--- config.mk ---
export PLATFORM = sky130hd
export DESIGN_NAME = tmr_triple
export DESIGN_NICKNAME = d
export VERILOG_FILES = /design/src/rtl/tmr_pkg.sv /design/src/rtl/tmr_prescaler.sv /design/src/rtl/tmr_channel.sv /design/src/rtl/tmr_triple.sv
export SDC_FILE = /design/constraint.sdc
export NUM_CORES = 1
export LEC_CHECK = 0
export ABC_AREA = 0
export BUFFER_PORTS_ARGS = -buffer_cell sky130_fd_sc_hd__buf_2
export CAP_MARGIN = 30
export CORE_MARGIN = 3
export CORE_UTILIZATION = 25
export CTS_CLUSTER_DIAMETER = 200
export DETAILED_ROUTE_END_ITERATION = 10
export HOLD_SLACK_MARGIN = 0.12
export PLACE_DENSITY = 0.38
export SYNTH_ARGS = -nofsm -noshare
export SYNTH_HDL_FRONTEND = slang
export SYNTH_SLANG_ARGS = --single-unit
export TNS_END_PERCENT = 5
--- constraint.sdc ---
create_clock -name clk -period 5.8 [get_ports clk]
set_input_delay 0.29 -clock clk [delete_from_list [all_inputs] [get_ports clk]]
set_output_delay 0.29 -clock clk [all_outputs]
set_load 0.02 [all_outputs]
--- src/rtl/tmr_pkg.sv ---
package tmr_pkg;

    typedef enum logic [0:0] {
        CH_OFF = 1'b0,
        CH_RUN = 1'b1
    } ch_state_t;

    typedef enum logic [1:0] {
        RG_CTL  = 2'd0,
        RG_CMP  = 2'd1,
        RG_CNT  = 2'd2,
        RG_NONE = 2'd3
    } reg_sel_t;

    localparam int B_EN    = 0;
    localparam int B_OVIE  = 1;
    localparam int B_CMPIE = 2;
    localparam int B_SRC   = 3;
    localparam int B_MODE  = 4;
    localparam int MODE_W  = 4;
    localparam int B_OVF   = 12;
    localparam int B_CMPF  = 13;

    localparam logic [MODE_W-1:0] MODE_FREE = 4'd0;
    localparam logic [MODE_W-1:0] MODE_CMP  = 4'd1;

endpackage

--- src/rtl/tmr_prescaler.sv ---
module tmr_prescaler #(
    parameter int PW = 21
) (
    input  logic          clk,
    input  logic          rst_n,
    input  logic          pre_wr,
    input  logic [PW-1:0] pre_wdata,
    output logic [PW-1:0] pre_q,
    output logic [PW-1:0] pcnt_q,
    output logic          tick
);

    assign tick = (pcnt_q == pre_q);

    always_ff @(posedge clk) begin
        if (!rst_n) begin
            pre_q  <= '0;
            pcnt_q <= '0;
        end else if (pre_wr) begin
            pre_q  <= pre_wdata;
            pcnt_q <= '0;
        end else if (tick) begin
            pcnt_q <= '0;
        end else begin
            pcnt_q <= pcnt_q + 1'b1;
        end
    end

    AST_PRE_BOUND: assert property (@(posedge clk) disable iff (!rst_n)
        pcnt_q <= pre_q);
    AST_PRE_RESTART: assert property (@(posedge clk) disable iff (!rst_n)
        tick |=> (pcnt_q == '0));

endmodule

--- src/rtl/tmr_channel.sv ---
module tmr_channel
    import tmr_pkg::*;
#(
    parameter int CW = 24,
    parameter int DW = 24
) (
    input  logic          clk,
    input  logic          rst_n,
    input  logic          ptick,
    input  logic          wr_ctl,
    input  logic          wr_cmp,
    input  logic          wr_cnt,
    input  logic [DW-1:0] wdata,
    output logic [DW-1:0] ctl_rd,
    output logic [CW-1:0] cmp_q,
    output logic [CW-1:0] cnt_q,
    output logic          running,
    output logic          pin_q,
    output logic          irq_ovf,
    output logic          irq_cmp
);

    ch_state_t         st, st_nxt;
    logic              ovie_q, cmpie_q, src_q;
    logic [MODE_W-1:0] mode_q;
    logic              ovf_q, cmpf_q;
    logic              start, adv, wrap, match, ovf_set;
    logic [CW-1:0]     cnt_inc;

    // state register
    always_ff @(posedge clk) begin
        if (!rst_n) st <= CH_OFF;
        else        st <= st_nxt;
    end

    // next state: start / stop
    always_comb begin
        st_nxt = st;
        unique case (st)
            CH_OFF: if (wr_ctl && wdata[B_EN])  st_nxt = CH_RUN;
            CH_RUN: if (wr_ctl && !wdata[B_EN]) st_nxt = CH_OFF;
        endcase
    end

    // outputs of the state machine
    always_comb begin
        start   = (st == CH_OFF) && wr_ctl && wdata[B_EN];
        running = (st == CH_RUN);
        adv     = running && (src_q ? ptick : 1'b1);
        cnt_inc = cnt_q + 1'b1;
        wrap    = (cnt_q == '1);
        ovf_set = adv && !wr_cnt && wrap;
        match   = (mode_q == MODE_CMP) && adv && !wr_cnt && (cnt_inc == cmp_q);
        irq_ovf = ovf_q && ovie_q;
        irq_cmp = cmpf_q && cmpie_q;
    end

    always_ff @(posedge clk) begin
        if (!rst_n) begin
            cnt_q <= '0;
        end else if (start) begin
            cnt_q <= '0;
        end else if (wr_cnt) begin
            cnt_q <= wdata[CW-1:0];
        end else if (adv) begin
            cnt_q <= cnt_inc;
        end
    end

    always_ff @(posedge clk) begin
        if (!rst_n) begin
            ovie_q  <= 1'b0;
            cmpie_q <= 1'b0;
            src_q   <= 1'b0;
            mode_q  <= MODE_FREE;
            cmp_q   <= '0;
        end else begin
            if (wr_ctl) begin
                ovie_q  <= wdata[B_OVIE];
                cmpie_q <= wdata[B_CMPIE];
                src_q   <= wdata[B_SRC];
                mode_q  <= wdata[B_MODE +: MODE_W];
            end
            if (wr_cmp) cmp_q <= wdata[CW-1:0];
        end
    end

    always_ff @(posedge clk) begin
        if (!rst_n) begin
            ovf_q  <= 1'b0;
            cmpf_q <= 1'b0;
            pin_q  <= 1'b0;
        end else begin
            ovf_q  <= ovf_set | (ovf_q  & ~(wr_ctl & wdata[B_OVF]));
            cmpf_q <= match   | (cmpf_q & ~(wr_ctl & wdata[B_CMPF]));
            if (match) pin_q <= ~pin_q;
        end
    end

    always_comb begin
        ctl_rd                  = '0;
        ctl_rd[B_EN]            = running;
        ctl_rd[B_OVIE]          = ovie_q;
        ctl_rd[B_CMPIE]         = cmpie_q;
        ctl_rd[B_SRC]           = src_q;
        ctl_rd[B_MODE +: MODE_W] = mode_q;
        ctl_rd[B_OVF]           = ovf_q;
        ctl_rd[B_CMPF]          = cmpf_q;
    end

    AST_START_CLEARS: assert property (@(posedge clk) disable iff (!rst_n)
        (st == CH_OFF && wr_ctl && wdata[B_EN]) |=> (cnt_q == '0 && st == CH_RUN));
    AST_STOP_HOLDS: assert property (@(posedge clk) disable iff (!rst_n)
        (st == CH_OFF && !wr_ctl && !wr_cnt) |=> $stable(cnt_q));
    AST_WRAP_FLAG: assert property (@(posedge clk) disable iff (!rst_n)
        (st == CH_RUN && adv && !wr_cnt && cnt_q == '1) |=> (cnt_q == '0 && ovf_q));
    AST_FLAG_STICKY: assert property (@(posedge clk) disable iff (!rst_n)
        (ovf_q && !wr_ctl) |=> ovf_q);

endmodule

--- src/rtl/tmr_triple.sv ---
module tmr_triple
    import tmr_pkg::*;
#(
    parameter int NCH = 3,
    parameter int CW  = 24,
    parameter int PW  = 21,
    parameter int DW  = 24,
    parameter int AW  = 4
) (
    input  logic           clk,
    input  logic           rst_n,
    input  logic [AW-1:0]  addr,
    input  logic           wr,
    input  logic [DW-1:0]  wdata,
    output logic [DW-1:0]  rdata,
    output logic [NCH-1:0] irq_ovf,
    output logic [NCH-1:0] irq_cmp,
    output logic [NCH-1:0] tio,
    output logic [NCH-1:0] tio_oe
);

    localparam int IW = AW - 2;

    logic [IW-1:0] idx;
    reg_sel_t      sel;
    logic          tick;
    logic [PW-1:0] pre_q, pcnt_q;
    logic [DW-1:0] ctl_rd [NCH];
    logic [CW-1:0] cmp_q  [NCH];
    logic [CW-1:0] cnt_q  [NCH];
    logic [NCH-1:0] run;
    logic [DW-1:0] rd_nxt;

    assign idx = addr[AW-1:2];
    assign sel = reg_sel_t'(addr[1:0]);

    tmr_prescaler #(.PW(PW)) u_pre (
        .clk       (clk),
        .rst_n     (rst_n),
        .pre_wr    (wr && idx == IW'(NCH) && sel == RG_CTL),
        .pre_wdata (wdata[PW-1:0]),
        .pre_q     (pre_q),
        .pcnt_q    (pcnt_q),
        .tick      (tick)
    );

    for (genvar g = 0; g < NCH; g++) begin : g_ch
        tmr_channel #(.CW(CW), .DW(DW)) u_ch (
            .clk     (clk),
            .rst_n   (rst_n),
            .ptick   (tick),
            .wr_ctl  (wr && idx == IW'(g) && sel == RG_CTL),
            .wr_cmp  (wr && idx == IW'(g) && sel == RG_CMP),
            .wr_cnt  (wr && idx == IW'(g) && sel == RG_CNT),
            .wdata   (wdata),
            .ctl_rd  (ctl_rd[g]),
            .cmp_q   (cmp_q[g]),
            .cnt_q   (cnt_q[g]),
            .running (run[g]),
            .pin_q   (tio[g]),
            .irq_ovf (irq_ovf[g]),
            .irq_cmp (irq_cmp[g])
        );
    end

    assign tio_oe = {NCH{|run}};

    always_comb begin
        rd_nxt = '0;
        for (int i = 0; i < NCH; i++) begin
            if (idx == IW'(i)) begin
                unique case (sel)
                    RG_CTL:  rd_nxt = ctl_rd[i];
                    RG_CMP:  rd_nxt = DW'(cmp_q[i]);
                    RG_CNT:  rd_nxt = DW'(cnt_q[i]);
                    RG_NONE: rd_nxt = '0;
                endcase
            end
        end
        if (idx == IW'(NCH)) begin
            if (sel == RG_CTL)      rd_nxt = DW'(pre_q);
            else if (sel == RG_CMP) rd_nxt = DW'(pcnt_q);
        end
    end

    always_ff @(posedge clk) begin
        if (!rst_n) rdata <= '0;
        else        rdata <= rd_nxt;
    end

endmodule

==> results.cfg <==
[run_status]
status = finished clean

[critical_path]
crit_type = reg2reg
reg2reg_to = g_ch[0].u_ch.pin_q
r2r_start = g_ch[0].u_ch.cnt_q[4]
crit_start = g_ch[0].u_ch.cnt_q[4]
required_ps = 6260
worstPathMaxFanout = 11
ff2ff_path_depth = 8
cp-start-kind = flip-flop
r2r_setup_slack_ps = 2310
end_kind = flip-flop
crit_arrival_ps = 3950

[placed_design]
gp_congestion = 0.865
numPortBuffers = 66
place_inst = 2530
placed_cell_area_mm2 = 0.0154
dp_hpwl_mm = 43.7
place_ws_ps = 2390

[yosys]
synth_simple_gate_area_share_pct = 24.4
synth.area.mux_share_pct = 5.00
synth_compound_area_share_pct = 19.1
synth_area_mm2 = 0.0144
postSynthAreaPerCell_um2 = 7.83
yosys-top-cells-count = 319 x nand2_1, 243 x dfxtp_1, 161 x nor2_1
seq_area_frac_synth_pct = 33.9
yosysMostFrequentCell = nand2_1
ys_warn_count = 0
synth_edf_count = 0
yosysTopAreaCellShare_pct = 33.9
synth-adder-area-share_pct = 0.349
ys_top_cells_by_area = dfxtp_1 34%, nand2_1 8.3%, xor2_1 7.1%
synth_top_area_cell = dfxtp_1
synth_cell_types = 64
post_synth_inst_count = 1832
synth_ff_type = dfxtp_1
async_reset_ff_share_pct = 0
ys_ff_latch = 243
synth_top_family_by_area = simple AND/OR/NAND/NOR gates
synth_xor_area_share_pct = 12.6
synth_fp_nets = 1867

[pwr]
pwr_density_cell_mw_per_mm2 = 260
p_int_mw = 3.20
p_leak_nw = 5.84
vdd_ir_drop_max_v = 0.000169
comb_power_share_pct = 8.6
p_clk_share_pct = 51.1
switchingPower_mw = 1.12
swShare_pct = 26.0
seqPwrFrac_pct = 40.3

[clocking]
clockBufferDepth = 3
cts_buffers = 35
clkLatencyLatePin_ps = 540
cts_tree = built
cts.reportedPaths.clkPinSlew_ps = 60
post-cts-setup-buffers = 0
htreeDepth = 2
cts-root-buf = clkbuf_16
cts_sinks = 243

[routing]
vias = 13200
drt-pass1-iter-count = 5
vias_per_cell = 5.06
wl_per_cell_um = 23.3
drtIter0Drc = 1093
ant_nets = 0
drt-total-wl_mm = 60.5
drc = 0

[worst_hold_path]
worstHoldStart = wdata[22]
hold_path_class = in2reg
min_to = g_ch[2].u_ch.cmp_q[22]
hold-path-cell-count = 3

[die]
ios = 67
fp.dieH_um = 246
dieWidth_um = 246
num_rows = 87
start_util_pct = 25.4
die_area_mm2 = 0.0603
coreArea_mm2 = 0.0566

[sta]
period_needed_ps = 3490
slew_headroom_pct = 30.3
worst_clock_skew_ps = 15.3
hold_violations = 0
period_share_pct = 60.2
rsz0062_at_grt = false
setup_viol = 0
setup_tns_ps = 0
slew_violations = 0
max_freq_mhz = 287
final.setup.worst_slack_ps = 2310
max_slew.worst_pin.slew_ps = 1040

[global_route]
antenna_found_initial = 2
grt_pass1_wl_mm = 88.1
overflow = 0
grt_pass1_vias = 12700
grt_usage_pct = 19.7
grt_max_degree = 82

[final_layout]
stdcell_count = 2600
final_nets = 1853
fill_cells = 6105
postLayoutCellArea_mm2 = 0.0166
area_growth_pct = 15.7
regArea_mm2 = 0.00486
multi_input_comb_area_mm2 = 0.00887
drive_gt1_share_pct = 9.72

[job]
drv_cap = 0
[layer usage]
layer | GRT usage [%] | part of all wire, % | vias up
li1 | - | - | 6355
met1 | 28.6 | 49 | 6370
met2 | 30.2 | 43 | 349
met3 | 2.67 | 5.0 | 76
met4 | 5.92 | 2.7 | 0
met5 | 0 | 0 | -
[critical path, stage by stage, from the launching register on]
cell	delay [ps]
dfxtp_1	550
nand3_1	420
nor4_2	880
and2_1	300
or3_1	160
nand4_1	90
or3_1	310
nor4_1	450
mux2i_1	250
[cell families (layout without fill, tap and decap cells)]
| kind of cell | after synthesis | count (layout) |
|---|---|---|
| and+or+nand+nor | 753 | 753 |
| AOI/OAI and AO/OA | 393 | 393 |
| DFF | 243 | 243 |
| xor gates and xnor gates | 206 | 206 |
| buffers and inverters | 162 | 172 |
| muxes | 71 | 71 |
| adders and majority gates | 4 | 4 |
| other | 0 | 2 |
[power groups by stage]
stage               Sequential [mW]  Clock, mW  Combinational (mW)
floorplan                      1.76          0               0.215
global placement               1.78          0               0.363
detailed placement             1.78          0               0.367
CTS                            1.74       2.28               0.372
global route                   1.75       2.34               0.395
finish                         1.74       2.21               0.370
[layout by cell type (no fill, tap or decap), drive strengths merged, types with 4 or more instances in the layout]
cell	netlist	layout
o21a	11	11
nor2	161	161
nand4	39	39
a41oi	4	4
o211ai	8	8
mux2i	66	66
o21ai	42	42
clkbuf	123	52
a32oi	6	6
nor4	20	20
and4	13	13
nor2b	21	21
or3	12	12
nand2	319	319
nor3	24	24
nand2b	10	10
buf	35	100
and3	28	28
a21oi	46	46
inv	4	4
a221oi	4	4
xnor2	90	90
xor2	116	116
a31oi	9	9
a22oi	16	16
a211oi	86	86
a21boi	119	119
clkinv	0	4
and2	27	27
a22o	5	5
dfxtp	243	243
nand3	64	64
o22ai	21	21
dlygate4sd3	0	7
ha	4	4
mux2	5	5
[worst max-delay path by stage]
stage	endpoint	slack (ps)	depth (start not counted)
final	g_ch[0].u_ch.pin_q	2310	8
after global routing	g_ch[0].u_ch.pin_q	1990	8
after CTS	g_ch[0].u_ch.pin_q	2380	8
after detailed placement	g_ch[0].u_ch.pin_q	2390	8
after global placement	g_ch[0].u_ch.pin_q	2250	9
after floorplan	g_ch[0].u_ch.pin_q	3170	8
[per-stage QoR]
step                hold WS [ps]  util, %  total power, mW
finish                       150     29.3             4.32
global route                 140     29.3             4.48
global placement             471     27.0             2.14
floorplan                    435        -             1.97
detailed placement           476     27.1             2.15
CTS                          121     29.3             4.40
[what timing repair did]
action,CTS,global route
hold buffers,7,0
setup endpoints to repair,0,0
endpoints found under the hold margin,17,0
resized for setup,0,0
[cell type report]
| type | instances | area share (%) |
|---|---|---|
| tap | 756 | 5.70 |
| clock buffer | 52 | 6.34 |
| clock inverter | 9 | 0.754 |
| multi-input combinational | 1427 | 53.4 |
| antenna | 2 | 0.0301 |
| timing repair buffer | 107 | 4.39 |
| inverter | 4 | 0.0904 |
| sequential | 243 | 29.3 |
[registers in the layout, summed over array words and instances, names as in the netlist, 12 cells and up, named ones only]
register          flops
g_ch.u_ch.cmp_q      72
g_ch.u_ch.cnt_q      72
rdata                24
u_pre.pcnt_q         21
u_pre.pre_q          21
g_ch.u_ch.mode_q     12
Power figures use the tool's default switching activity.
